--- src/rtl/sad_pkg.sv ---
package sad_pkg;
  typedef enum logic {
    OP_ABSDIFF = 1'b0,
    OP_ADD     = 1'b1
  } op_e;
endpackage

--- src/rtl/sad_diff_stage.sv ---
module sad_diff_stage
  import sad_pkg::*;
#(
  parameter int PIX_W = 8
) (
  input  logic             clk,
  input  logic             rst_n,
  input  logic             in_valid,
  input  logic [PIX_W-1:0] in_x,
  input  logic [PIX_W-1:0] in_y,
  input  op_e              in_op,
  input  logic             in_start,
  output logic             out_valid,
  output logic [PIX_W:0]   out_res,
  output logic             out_ovr,
  output op_e              out_op,
  output logic             out_start
);
  logic [PIX_W-1:0] opnd_b;
  logic             cin;
  logic [PIX_W:0]   raw;

  // subtract as x + ~y + 1; add as x + y
  always_comb begin
    opnd_b = (in_op == OP_ADD) ? in_y : ~in_y;
    cin    = (in_op == OP_ABSDIFF);
    raw    = {1'b0, in_x} + {1'b0, opnd_b} + {{PIX_W{1'b0}}, cin};
  end

  always_ff @(posedge clk or negedge rst_n) begin
    if (!rst_n) begin
      out_valid <= 1'b0;
      out_res   <= '0;
      out_ovr   <= 1'b0;
      out_op    <= OP_ABSDIFF;
      out_start <= 1'b0;
    end else begin
      out_valid <= in_valid;
      if (in_valid) begin
        out_res   <= raw;
        out_ovr   <= raw[PIX_W];
        out_op    <= in_op;
        out_start <= in_start;
      end
    end
  end

  // carry-out marks a non-negative difference
  assert_ovr_sign_R2: assert property (@(posedge clk) disable iff (!rst_n)
    (in_valid && in_op == OP_ABSDIFF) |=> (out_ovr == ($past(in_x) >= $past(in_y))));
endmodule

--- src/rtl/sad_csa_acc.sv ---
module sad_csa_acc #(
  parameter int PIX_W = 8,
  parameter int ACC_W = 16
) (
  input  logic             clk,
  input  logic             rst_n,
  input  logic             en,
  input  logic             clr,
  input  logic [PIX_W-1:0] diff_lo,
  input  logic             ovr,
  output logic [ACC_W-1:0] acc_s,
  output logic [ACC_W-1:0] acc_c
);
  localparam int PAD = ACC_W - PIX_W;

  logic [ACC_W-1:0] opnd;
  logic             inj;
  logic [ACC_W-1:0] base_s, base_c;
  logic [ACC_W-1:0] fa_sum, fa_maj;

  always_comb begin
    opnd   = {{PAD{1'b0}}, (ovr ? diff_lo : ~diff_lo)};
    inj    = ~ovr;
    base_s = clr ? '0 : acc_s;
    base_c = clr ? '0 : acc_c;
  end

  for (genvar i = 0; i < ACC_W; i++) begin : g_fa
    assign fa_sum[i] = base_s[i] ^ base_c[i] ^ opnd[i];
    assign fa_maj[i] = (base_s[i] & base_c[i]) | (base_s[i] & opnd[i]) | (base_c[i] & opnd[i]);
  end

  always_ff @(posedge clk or negedge rst_n) begin
    if (!rst_n) begin
      acc_s <= '0;
      acc_c <= '0;
    end else if (en) begin
      acc_s <= fa_sum;
      acc_c <= {fa_maj[ACC_W-2:0], inj};
    end
  end

  assert_step_bound_R3: assert property (@(posedge clk) disable iff (!rst_n)
    (en && !clr) |=> (ACC_W'(ACC_W'(acc_s + acc_c) - ACC_W'($past(acc_s) + $past(acc_c))) <= ACC_W'(2**PIX_W - 1)));
  assert_clear_start_R4: assert property (@(posedge clk) disable iff (!rst_n)
    (en && clr) |=> (ACC_W'(acc_s + acc_c) <= ACC_W'(2**PIX_W - 1)));
  assert_hold_idle_R7: assert property (@(posedge clk) disable iff (!rst_n)
    !en |=> ($stable(acc_s) && $stable(acc_c)));
endmodule

--- src/rtl/sad_blk_count.sv ---
module sad_blk_count #(
  parameter int BLK = 256
) (
  input  logic clk,
  input  logic rst_n,
  input  logic en,
  input  logic clr,
  output logic done
);
  localparam int CNT_W = $clog2(BLK) + 1;

  logic [CNT_W-1:0] cnt, cnt_nxt;

  always_comb cnt_nxt = clr ? CNT_W'(1) : cnt + CNT_W'(1);

  always_ff @(posedge clk or negedge rst_n) begin
    if (!rst_n) begin
      cnt  <= '0;
      done <= 1'b0;
    end else begin
      done <= en && (cnt_nxt == CNT_W'(BLK));
      if (en) cnt <= cnt_nxt;
    end
  end

  assert_done_pulse_R5: assert property (@(posedge clk) disable iff (!rst_n)
    done |=> !done);
  assert_done_after_sample_R5: assert property (@(posedge clk) disable iff (!rst_n)
    $rose(done) |-> $past(en));
endmodule

--- src/rtl/sad_csa_accum.sv ---
module sad_csa_accum
  import sad_pkg::*;
#(
  parameter int PIX_W = 8,
  parameter int ACC_W = 16,
  parameter int BLK   = 256
) (
  input  logic             clk,
  input  logic             rst_n,
  input  logic             in_valid,
  output logic             in_ready,
  input  logic [PIX_W-1:0] in_x,
  input  logic [PIX_W-1:0] in_y,
  input  logic             in_mode,
  input  logic             in_start,
  output logic [PIX_W:0]   res_out,
  output logic             ovr_out,
  output logic [ACC_W-1:0] acc_carry,
  output logic [ACC_W-1:0] acc_sum,
  output logic             done
);
  op_e  op_in, st_op;
  logic st_valid, st_start, acc_en;

  assign in_ready = 1'b1;
  assign op_in    = op_e'(in_mode);

  sad_diff_stage #(.PIX_W(PIX_W)) u_diff (
    .clk(clk), .rst_n(rst_n),
    .in_valid(in_valid), .in_x(in_x), .in_y(in_y), .in_op(op_in), .in_start(in_start),
    .out_valid(st_valid), .out_res(res_out), .out_ovr(ovr_out),
    .out_op(st_op), .out_start(st_start)
  );

  assign acc_en = st_valid && (st_op == OP_ABSDIFF);

  sad_csa_acc #(.PIX_W(PIX_W), .ACC_W(ACC_W)) u_acc (
    .clk(clk), .rst_n(rst_n), .en(acc_en), .clr(st_start),
    .diff_lo(res_out[PIX_W-1:0]), .ovr(ovr_out),
    .acc_s(acc_sum), .acc_c(acc_carry)
  );

  sad_blk_count #(.BLK(BLK)) u_cnt (
    .clk(clk), .rst_n(rst_n), .en(acc_en), .clr(st_start), .done(done)
  );

  assert_add_hold_R6: assert property (@(posedge clk) disable iff (!rst_n)
    (in_valid && in_mode) |=> ##1 ($stable(acc_sum) && $stable(acc_carry)));
endmodule

--- config.mk ---
export PLATFORM = sky130hd
export DESIGN_NAME = sad_csa_accum
export DESIGN_NICKNAME = d
export VERILOG_FILES = /design/src/rtl/sad_pkg.sv /design/src/rtl/sad_diff_stage.sv /design/src/rtl/sad_csa_acc.sv /design/src/rtl/sad_blk_count.sv /design/src/rtl/sad_csa_accum.sv
export SDC_FILE = /design/constraint.sdc
export NUM_CORES = 1
export LEC_CHECK = 0
export BUFFER_PORTS_ARGS = -buffer_cell sky130_fd_sc_hd__buf_2
export CORE_MARGIN = 2
export CORE_UTILIZATION = 50
export DETAILED_ROUTE_END_ITERATION = 16
export GPL_TIMING_DRIVEN = 0
export PLACE_DENSITY = 0.69
export SYNTH_ARGS = -nofsm -noshare
export SYNTH_HDL_FRONTEND = slang
export SYNTH_HIERARCHICAL = 1
export SYNTH_SLANG_ARGS = --single-unit
--- constraint.sdc ---
create_clock -name clk -period 3.15 [get_ports clk]
set_input_delay 0.315 -clock clk [delete_from_list [all_inputs] [get_ports clk]]
set_output_delay 0.315 -clock clk [all_outputs]
set_load 0.05 [all_outputs]
; After elaboration in Yosys (flattened, before gate mapping)
; Cells that the tools add are included.
[classes]
bitwise = 76
addsub = 3
reduce_logical = 2
n_eq_ne = 1
muxes = 5
[op_table]
columns = cell, n
row1 = $mux 16, 2
row2 = $and 1x1->1, 31
row3 = $xor 1x1->1, 24
row4 = $mux 8, 2
row5 = $not 8->8, 2
row6 = $or 1x1->1, 16
row7 = $add 8x8->9, 1
row8 = $add 9x1->9, 1
row9 = $add 9x1->9 const B, 1
row10 = $eq 9x9->1 const B, 1
row11 = $mux 9, 1
row12 = $not 1->1, 3
row13 = $logic_and 1x1->1, 2
[totals]
wordCells = 96
reg_bits = 55
output_inout_bits = 44
inputBits = 21

; Longest topological paths before layout
; Gate-level depths: netlist of run 1.
[logic_depth]
word_depth = 5
ltp_mapped = 9
ltp_nobuf = 8

; By module
; Netlist of run 1, hierarchy kept.
[by_module_without_submodules]
columns = module, seq_area_each_um2, area_each_um2, n_inst, cells_per_inst
row1 = sad_csa_acc, 800.8, 1894.3, 1, 129
row2 = sad_diff_stage, 300.3, 865.8, 1, 78
row3 = sad_blk_count, 250.2, 651.9, 1, 71
row4 = sad_csa_accum, 0.0, 25.0, 1, 3

; Worst setup path before layout of run 1
; No wires, ideal clock.
[synth_timing]
path_kind = in2reg
start = in in_mode
end = reg u_diff.out_res[6]
path_buffers = 1
arrival_ns = 1.939
cell_stages = 9
required_ns = 3.025
path_slack_ns = 1.086
cell_sequence = buf_6 -> nor2b_4 -> or2_2 -> fa_1 -> nor2b_1 -> o31a_1 -> o31a_1 -> a21oi_1 -> mux2_2
[synth_between]
elab_chain_cells = 3
elab_cells_between_ends = 4
[synth_lines]
columns = element, line_no
row1 = "start, declared", sad_csa_accum.sv:14  ; input logic in_mode,
row2 = $mux 8, sad_diff_stage.sv:25  ; opnd_b = (in_op == OP_ADD) ? in_y : ~in_y;
row3 = $add 8x8->9, sad_diff_stage.sv:27  ; raw = {1'b0, in_x} + {1'b0, opnd_b} + {{PIX_W{1'b0}}, cin};
row4 = $add 9x1->9 (*), sad_diff_stage.sv:27
row5 = "end signal, assigned", sad_diff_stage.sv:40  ; out_res <= raw;
row6 = "end, declared", sad_diff_stage.sv:14  ; output logic [PIX_W:0] out_res,
; Every way passes the cells marked *; elsewhere a longest branch is shown, timed or not.
; A chain may end at the register's enable or synchronous reset.

; Worst setup path in the final report of run 1
[layout_timing]
start = reg u_diff.out_start
end = reg u_acc.acc_s[6]
[layout_between]
elab_chain_cells = 3
elab_cells_between_ends = 4
[layout_lines]
columns = element, line_no
row1 = "start, declared", sad_diff_stage.sv:17  ; output logic out_start
row2 = "start signal, assigned", sad_diff_stage.sv:43  ; out_start <= in_start;
row3 = $mux 16 (on tied branches), "sad_csa_acc.sv:24, sad_csa_acc.sv:25"
row4 = $xor 1x1->1 (*) (2 in a row), sad_csa_acc.sv:29  ; assign fa_sum[i] = base_s[i] ^ base_c[i] ^ opnd[i];
row5 = net u_acc.fa_sum[6], sad_csa_acc.sv:19  ; logic [ACC_W-1:0] fa_sum, fa_maj;
row6 = "end signal, assigned", sad_csa_acc.sv:38  ; acc_s <= fa_sum;
row7 = "end, declared", sad_csa_acc.sv:11  ; output logic [ACC_W-1:0] acc_s,
; Mark *: on every way through the listed nets, which the timed path passes. The rest lies on a longest branch.

==> results of run 1 <==
[kinds of logic after synthesis]
group / Yosys count / share of synthesized area
XOR/XNOR: 24 / 0.0612
buffers and inverters: 30 / 0.0586
flip-flops: 54 / 0.393
multiplexers: 43 / 0.172
AO/OA/AOI/OAI: 35 / 0.0786
AND/OR/NAND/NOR: 70 / 0.128
adder cells (fa/ha/maj): 24 / 0.107
other: 1 / 0.00109
[routing by layer]
layer  vias up  GRT usage  wire [µm]
li1       1097          -          -
met1      1075      0.250       3030
met2        52      0.289       2750
met3         4     0.0313        281
met4         0     0.0469         55
met5         -          0          0
[through the flow]
step	area [µm²]	hold slack, ns
after floorplan	3440	0.0194
after CTS	3940	0.154
after global routing	3940	0.153
after detailed placement	3850	0.477
final	3940	0.163
after global placement	3850	0.473
[registers in the layout (all words and copies together) (netlist names)]
register	count
u_acc/acc_c	16
u_acc/acc_s	16
u_cnt/cnt	9
u_diff/out_res	9
u_cnt/done	1
u_diff/out_op	1
u_diff/out_start	1
u_diff/out_valid	1
[power breakdown]
group          switching [mW]  internal [mW]
sequential              0.163          0.876
clock                   0.234          0.161
combinational           0.952          0.603
[cell usage after synthesis (2+ instances only)]
library cell  instances
xor2_1                3
nor2b_4               2
dfrtp_1              54
inv_1                13
and2b_1              12
fa_1                  9
nand2_1               8
o31a_1                2
xnor2_1              21
o21ai_0               6
ha_1                 15
buf_6                 3
nor2b_1              21
buf_12                3
mux2_2                9
o22ai_1               6
a21oi_1               5
nor2_1                8
mux2i_1               4
mux2_4               30
buf_4                 4
nand3_1               4
a31oi_1               3
nand3b_1              3
clkbuf_1              5
o21a_1                3
[worst register-to-register path, stage by stage, from the launching register on]
cell and delay [ns]:
dfrtp_1 0.48, clkbuf_1 0.41, and2b_1 0.26, fa_1 0.46, mux2_4 0.26
[layout make-up]
class,count,area share
Tap cell,80,0.0254
Buffer,17,0.0387
Timing Repair Buffer,62,0.0787
Inverter,13,0.0124
Multi-Input combinational cell,197,0.478
Sequential cell,54,0.343
Clock inverter,3,0.00666
Clock buffer,5,0.0175
[worst max path at each step]
stage / end / slack (ns) / cells after the start
final: u_acc/acc_s[6]$_DFFE_PN0P_ / 1.17 / 4
after global routing: u_acc/acc_s[5]$_DFFE_PN0P_ / 1.05 / 4
after CTS: u_acc/acc_s[6]$_DFFE_PN0P_ / 1.14 / 4
after detailed placement: u_diff/out_res[6]$_DFFE_PN0P_ / 0.88 / 9
after global placement: u_diff/out_res[6]$_DFFE_PN0P_ / 0.90 / 9
after floorplan: u_diff/out_res[6]$_DFFE_PN0P_ / 1.09 / 9
[layout by cell type (no fill, tap or decap), types with 4 or more instances in the layout]
master / n
nor2_1: 8
nor2b_1: 21
mux2i_1: 4
mux2_2: 9
a21oi_1: 5
inv_1: 13
dfrtp_1: 54
buf_4: 4
mux2_4: 30
and2b_1: 12
clkbuf_8: 5
buf_2: 63
nand2_1: 8
o22ai_1: 6
fa_1: 9
o21ai_0: 6
nand3_1: 4
xnor2_1: 21
clkbuf_1: 5
ha_1: 15
==> flow_metrics.py, run 1 <==
metrics = {
    "global_routing": {
        "grt_pass1_vias": 2254,
        "grt_use_total": 0.179,
        "grt.overflow.total": 0,
        "antenna_found_initial": 0,
        "grt_pass1_wl_um": 10700,
        "grt_max_degree": 55,
    },
    "floorplanning": {
        "die-area_um2": 7550,
        "die_height_um": 86.9,
        "num_rows": 30,
        "initial_core_util": 0.512,
        "core_area_um2": 6720,
        "die_w_um": 86.9,
        "io_pins": 65,
    },
    "setup_path": {
        "rr_endpoint": "u_acc/acc_s[6]$_DFFE_PN0P_",
        "required_ns": 3.35,
        "cp-end-kind": "flip-flop",
        "reg2reg_from": "u_diff/out_start$_DFFE_PN0P_",
        "arrival_ns": 2.18,
        "cp_cell_sequence": "clkbuf_1 -> and2b_1 -> fa_1 -> mux2_4",
        "cp-startpoint": "u_diff/out_start$_DFFE_PN0P_",
        "worstPathMaxFanout": 10,
        "crit_family": "flip-flops",
        "startpoint_type": "flip-flop",
        "cp_num_buf_inv": 1,
        "max_stage_delay_ns": 0.48,
        "crit_type": "flip-flop to flip-flop",
        "ff2ff_path_depth": 4,
        "worst_path_max_delay_cell": "dfrtp_1",
        "ff2ff_setup_slack_ns": 1.17,
    },
    "sta": {
        "clock_skew_ns": 0.00901,
        "rsz0062_at_grt": "false",
        "maxSlewHeadroom": 0.215,
        "setup_viol": 0,
        "fmax_mhz": 505,
        "worst_slack_ns": 1.17,
        "setup_tns_ns": 0,
        "finalHoldViolCount": 0,
        "tightest_slew_ns": 1.18,
        "period_needed_ns": 1.98,
        "slew_violations": 0,
        "fin_crit_sh": 0.628,
    },
    "clock_network": {
        "cts_made_buffers": 5,
        "h-tree-depth": 2,
        "cts_tree": "done",
        "clockRootBuffer": "clkbuf_8",
        "clk_latency_ns": 0.31,
        "cts-resized-gates": 0,
        "postCtsSetupRepairBufs": 0,
        "cts.path.max_buffers": 2,
        "clock_sinks": 54,
        "path_clk_slew_ns": 0.10,
        "hold_buffers": 0,
    },
    "synthesis": {
        "synthArstFlopShare": 1.00,
        "ys_seq_area_frac": 0.393,
        "yosys.area.top_type": "dfrtp_1",
        "synthCells": 281,
        "yosys-top-cells-area": "dfrtp_1 39%, mux2_4 13%, ha_1 5.5%",
        "synthDominantCellAreaShare": 0.393,
        "ys.flop_type": "dfrtp_1",
        "synth_area_um2": 3440,
        "synth_area_per_cell_um2": 12.2,
        "synth_edf_count": 0,
        "ys_ff_latch": 54,
        "yosys_warnings": 6,
        "synth_cell_types": 51,
        "syn-num-nets": 326,
    },
    "placed_design": {
        "port_buffers": 62,
        "place_ws_ns": 0.879,
        "gp_congestion": 0.793,
        "dp_cells": 423,
        "dp_hpwl_um": 4640,
    },
    "drt": {
        "wl_per_cell_um": 14.2,
        "drtIter0Drc": 97,
        "vias_per_cell": 5.17,
        "ant_nets": 0,
        "post-route-drc-count": 0,
        "finalWirelength_um": 6120,
        "first_pass_iters": 4,
        "vias": 2228,
    },
    "pwr": {
        "ir_drop_mv": 0.367,
        "p_total_mw": 2.99,
        "p_leak_nw": 1.95,
        "power.density_nw_per_um2": 758,
    },
    "final_layout": {
        "nFillCells": 570,
        "final_util": 0.587,
        "nets": 395,
        "drive_above_1_share": 0.373,
        "antennaDiodeCount": 0,
        "final-seq-area_um2": 1350,
        "multi_input_area_um2": 1880,
        "area_delta_synth_final_pct": 14.7,
        "instances_no_fill": 431,
    },
    "hold_path": {
        "hold_path.startpoint": "in_valid",
        "hold_end": "u_diff/out_valid$_DFF_PN0_",
        "min_path_type": "input port to flip-flop",
        "whs_path_depth": 1,
    },
    "status": {
        "status": "complete, no violations",
    },
    "flow_run": {
        "maxCapViolations": 0,
    },
}
(Power assumes the default switching activity.)
==> run 2, diff against run 1 <==
Settings changed: PLACE_DENSITY 0.69 to 0.72.
Clock period 3.15 ns to 1.6 ns, I/O delays scaled along.
==> flow_metrics.py, run 2 (synthesized netlist as in run 1, its figures left out) <==
metrics = {
    "status": {
        "status": "finished, violations left",
        "violations": "negative setup slack",
    },
    "hold_path": {
        "min_path_type": "input port to asynchronous set/reset pin",
    },
    "clock_network": {
        "clock_sinks": 54,
        "path_clk_slew_ns": 0.11,
        "clockRootBuffer": "clkbuf_8",
        "h-tree-depth": 2,
        "cts_made_buffers": 5,
        "cts_tree": "done",
        "clk_latency_ns": 0.32,
        "cts.path.max_buffers": 2,
    },
    "setup_path": {
        "crit_family": "flip-flops",
        "cp-startpoint": "u_diff/out_start$_DFFE_PN0P_",
        "required_ns": 1.81,
        "ff2ff_setup_slack_ns": -0.06,
        "cp_num_buf_inv": 1,
        "cp_cell_sequence": "clkbuf_8 -> and2b_1 -> fa_1 -> mux2_4",
        "reg2reg_from": "u_diff/out_start$_DFFE_PN0P_",
        "startpoint_type": "flip-flop",
        "worstPathMaxFanout": 7,
        "cp_num_cells": 4,
        "cp-end-kind": "flip-flop",
        "ff2ff_path_depth": 4,
        "worst_path_max_delay_cell": "dfrtp_2",
        "crit_type": "flip-flop to flip-flop",
        "cp-endpoint": "u_acc/acc_s[5]$_DFFE_PN0P_",
        "max_stage_delay_ns": 0.47,
        "rr_endpoint": "u_acc/acc_s[5]$_DFFE_PN0P_",
        "arrival_ns": 1.87,
    },
    "placed_design": {
        "port_buffers": 62,
        "gp_congestion": 0.814,
        "dpl_cell_area_um2": 3940,
        "dp_cells": 423,
        "place_ws_ns": -0.419,
        "dp_hpwl_um": 4580,
    },
    "final_layout": {
        "drive_above_1_share": 0.493,
        "final_cell_mix": "60 x buf_2, 50 x dfrtp_1, 31 x mux2_4, 22 x buf_4",
        "stdcell_area_um2": 4370,
        "instances_no_fill": 453,
        "nets": 417,
        "reg_top3": "u_acc/acc_c x16, u_acc/acc_s x16",
        "mostFrequentLayoutCell": "buf_2",
        "area_delta_synth_final_pct": 27.0,
        "antennaDiodeCount": 0,
    },
    "sta": {
        "clock_skew_ns": 0.0111,
        "slew_violations": 0,
        "fin_crit_sh": 1.03,
        "period_needed_ns": 1.66,
        "setup_viol": 9,
        "rsz0062_at_grt": "true",
        "tightest_slew_ns": 1.18,
        "setup_tns_ns": -0.235,
        "worst_slack_ns": -0.0553,
        "maxSlewHeadroom": 0.211,
        "finalHoldViolCount": 0,
        "fmax_mhz": 604,
    },
    "drt": {
        "first_pass_iters": 4,
        "finalWirelength_um": 6560,
        "vias_per_cell": 5.23,
        "drtIter0Drc": 120,
        "post-route-drc-count": 0,
        "wl_per_cell_um": 14.5,
        "ant_nets": 0,
        "vias": 2367,
    },
    "floorplanning": {
        "io_pins": 65,
        "die_height_um": 86.9,
        "num_rows": 30,
        "initial_core_util": 0.512,
        "die_w_um": 86.9,
        "core_area_um2": 6720,
        "die-area_um2": 7550,
    },
    "global_routing": {
        "grt_use_total": 0.180,
        "antenna_found_initial": 0,
        "grt_max_degree": 55,
        "grt_pass1_wl_um": 10700,
        "grt.overflow.total": 0,
        "grt_pass1_vias": 2202,
    },
    "pwr": {
        "power.density_nw_per_um2": 1470,
        "p_leak_nw": 2.17,
        "p_total_mw": 6.43,
        "ir_drop_mv": 0.692,
    },
    "flow_run": {
        "maxCapViolations": 0,
    },
}
## run 2: cell type report
class / instances / area [µm²]
flip-flops and latches: 54 / 1360
clock buffers: 5 / 68.8
multi-input cells: 197 / 2040
fillers: 496 / 2350
repair buffers: 84 / 498
well taps: 80 / 100
plain buffers: 17 / 211
clock inverters: 3 / 47.5
inverters: 13 / 48.8
## run 2: layer usage
metal | global-route usage | routed length [µm] | share of wire
met5 | 0 | 0 | 0
met4 | 0.0554 | 95 | 0.014
met3 | 0.0351 | 278 | 0.042
met2 | 0.284 | 3260 | 0.50
met1 | 0.250 | 2930 | 0.45
## run 2: where the power goes
part	switching [mW]	internal, mW
clock	0.487	0.475
sequential	0.356	1.73
combinational	1.96	1.42
total	2.80	3.63
## run 2: through the flow
step,hold slack [ns],utilization
3_3_place_gp,0.329,0.586
2_1_floorplan,-0.136,-
4_1_cts,0.0626,0.621
5_1_grt,0.0680,0.650
6_report,0.0619,0.650
3_5_place_dp,0.330,0.586
## run 2: repair_timing
item,4_1_cts,5_1_grt
endpoints found under the setup margin,26,18
setup buffers,6,14
gates cloned,1,0
endpoints found under the hold margin,1,0
pin swaps,9,10
hold buffers,1,0
gates resized for setup,17,22
## run 2: worst min path at each step
stage | to | start | slack, ns | cells after the start
finish | u_acc/acc_s[11]$_DFFE_PN0P_ | rst_n | 0.06 | 1
global route | u_diff/out_start$_DFFE_PN0P_ | in_start | 0.07 | 2
CTS | u_diff/out_start$_DFFE_PN0P_ | in_start | 0.06 | 2
detailed placement | u_diff/out_valid$_DFF_PN0_ | in_valid | 0.33 | 1
global placement | u_diff/out_valid$_DFF_PN0_ | in_valid | 0.33 | 1
floorplan | u_acc/acc_c[0]$_DFFE_PN0P_ | rst_n | -0.14 | 0
==> run 3, diff against run 2 <==
Settings changed: CORE_ASPECT_RATIO set to 1.1, MAX_ROUTING_LAYER set to met4.
==> flow_metrics.py, run 3 (synthesized netlist as in run 1, its figures left out) <==
metrics = {
    "status": {
        "status": "finished, violations left",
        "violations": "negative setup slack",
    },
    "setup_path": {
        "crit_type": "flip-flop to flip-flop",
        "ff2ff_path_depth": 4,
        "worstPathMaxFanout": 8,
        "cp-end-kind": "flip-flop",
        "required_ns": 1.82,
        "rr_endpoint": "u_acc/acc_s[2]$_DFFE_PN0P_",
        "arrival_ns": 1.86,
        "reg2reg_from": "u_diff/out_start$_DFFE_PN0P_",
        "ff2ff_setup_slack_ns": -0.05,
        "startpoint_type": "flip-flop",
        "cp_cell_sequence": "buf_8 -> and2b_1 -> fa_1 -> mux2_4",
        "max_stage_delay_ns": 0.47,
        "worst_path_max_delay_cell": "dfrtp_2",
    },
    "floorplanning": {
        "die-area_um2": 7550,
        "die_height_um": 91.0,
        "io_pins": 65,
        "die_w_um": 83.1,
        "core_area_um2": 6630,
        "num_rows": 31,
        "initial_core_util": 0.518,
    },
    "clock_network": {
        "clk_latency_ns": 0.32,
        "clockRootBuffer": "clkbuf_8",
        "h-tree-depth": 2,
        "clock_sinks": 54,
        "path_clk_slew_ns": 0.10,
        "cts.path.max_buffers": 2,
        "cts_tree": "done",
        "cts_made_buffers": 5,
    },
    "global_routing": {
        "grt.overflow.total": 0,
        "grt_use_total": 0.188,
        "grt_max_degree": 55,
        "grt_pass1_wl_um": 11100,
        "antenna_found_initial": 0,
        "grt_pass1_vias": 2281,
    },
    "final_layout": {
        "instances_no_fill": 455,
        "nets": 417,
        "final_util": 0.655,
        "reg_top3": "u_acc/acc_c x16, u_acc/acc_s x16",
        "area_delta_synth_final_pct": 26.4,
        "antennaDiodeCount": 0,
        "mostFrequentLayoutCell": "buf_2",
        "final_cell_mix": "59 x buf_2, 50 x dfrtp_1, 31 x mux2_4, 22 x buf_4",
        "drive_above_1_share": 0.480,
    },
    "flow_run": {
        "maxCapViolations": 0,
    },
    "pwr": {
        "power.density_nw_per_um2": 1430,
        "ir_drop_mv": 0.787,
        "p_leak_nw": 2.15,
    },
    "sta": {
        "hold_ws_ns": 0.0880,
        "setup_tns_ns": -0.139,
        "period_needed_ns": 1.65,
        "rsz0062_at_grt": "true",
        "setup_viol": 7,
        "slew_violations": 0,
        "maxSlewHeadroom": 0.542,
        "worst_slack_ns": -0.0470,
        "tightest_slew_ns": 0.687,
        "fmax_mhz": 607,
        "clock_skew_ns": 0.0125,
        "finalHoldViolCount": 0,
        "fin_crit_sh": 1.03,
    },
    "drt": {
        "vias_per_cell": 5.19,
        "ant_nets": 0,
        "vias": 2361,
        "wl_per_cell_um": 14.7,
        "drtIter0Drc": 134,
        "first_pass_iters": 4,
        "post-route-drc-count": 0,
        "finalWirelength_um": 6690,
    },
    "placed_design": {
        "dp_cells": 425,
        "port_buffers": 62,
        "gp_congestion": 0.825,
        "dp_hpwl_um": 4640,
    },
    "hold_path": {
        "min_path_type": "input port to flip-flop",
        "whs_path_depth": 2,
        "hold_end": "u_diff/out_start$_DFFE_PN0P_",
        "hold_path.startpoint": "in_start",
    },
}
## run 3: changes by cell type in the layout (fill, tap and decap cells not counted), sizes merged
cell / delta
clkbuf: -1
bufinv: -1
clkinvlp: +1
inv: -1
dlygate4sd3: +1
clkinv: +1
## run 3: per-stage QoR
step | area (µm²) | total power, mW | setup WS [ns]
2_1_floorplan | 3530 | 4.58 | -0.249
3_3_place_gp | 3940 | 5.18 | -0.429
3_5_place_dp | 3940 | 5.27 | -0.438
4_1_cts | 4150 | 6.15 | -0.0483
5_1_grt | 4340 | 6.60 | -0.100
6_report | 4340 | 6.22 | -0.0470
## run 3: layout make-up
class | instances | area, µm²
multi-input combinational | 197 | 2010
buffer | 17 | 213
sequential | 54 | 1360
clock buffer | 5 | 68.8
fill | 504 | 2290
clock inverter | 3 | 21.3
inverter | 13 | 48.8
tap | 82 | 103
timing repair buffer | 84 | 520
## run 3: power breakdown
part | internal [mW] | switching (mW) | total [mW]
Sequential | 1.73 | 0.361 | 2.09
Clock | 0.309 | 0.467 | 0.776
Combinational | 1.41 | 1.95 | 3.36
## run 3: how the worst max path moves through the flow
stage	cells past startpoint	to	slack, ns	start
floorplan	9	u_diff/out_res[6]$_DFFE_PN0P_	-0.25	in_mode
global placement	9	u_diff/out_res[6]$_DFFE_PN0P_	-0.43	in_y[0]
global route	4	u_acc/acc_s[6]$_DFFE_PN0P_	-0.10	u_diff/out_start$_DFFE_PN0P_
finish	4	u_acc/acc_s[2]$_DFFE_PN0P_	-0.05	u_diff/out_start$_DFFE_PN0P_
CTS	4	u_acc/acc_s[2]$_DFFE_PN0P_	-0.05	u_diff/out_start$_DFFE_PN0P_
detailed placement	9	u_diff/out_res[6]$_DFFE_PN0P_	-0.44	in_y[0]
## run 3: repair_timing
item | 4_1_cts | 5_1_grt
cloned | 0 | 1
resized for setup | 13 | 21
buffers inserted | 8 | 11
pin swaps | 8 | 7
setup endpoints to repair | 26 | 20
endpoints found under the hold margin | 0 | 55
hold buffers | 0 | 2
## run 3: worst max-delay path, delay by kind of cell, from the launching register on
kind,cells,cell delay (ns)
flip-flops,1,0.47
AND/OR/NAND/NOR,1,0.19
buffers and inverters,1,0.15
adder cells (fa/ha/maj),1,0.47
multiplexers,1,0.26
## run 3: layer usage
| layer | GRT usage | part of all wire | vias up |
|---|---|---|---|
| li1 | - | - | 1140 |
| met1 | 0.250 | 0.45 | 1148 |
| met2 | 0.298 | 0.50 | 67 |
| met3 | 0.0309 | 0.038 | 6 |
| met4 | 0.0574 | 0.010 | 0 |
| met5 | - | 0 | - |
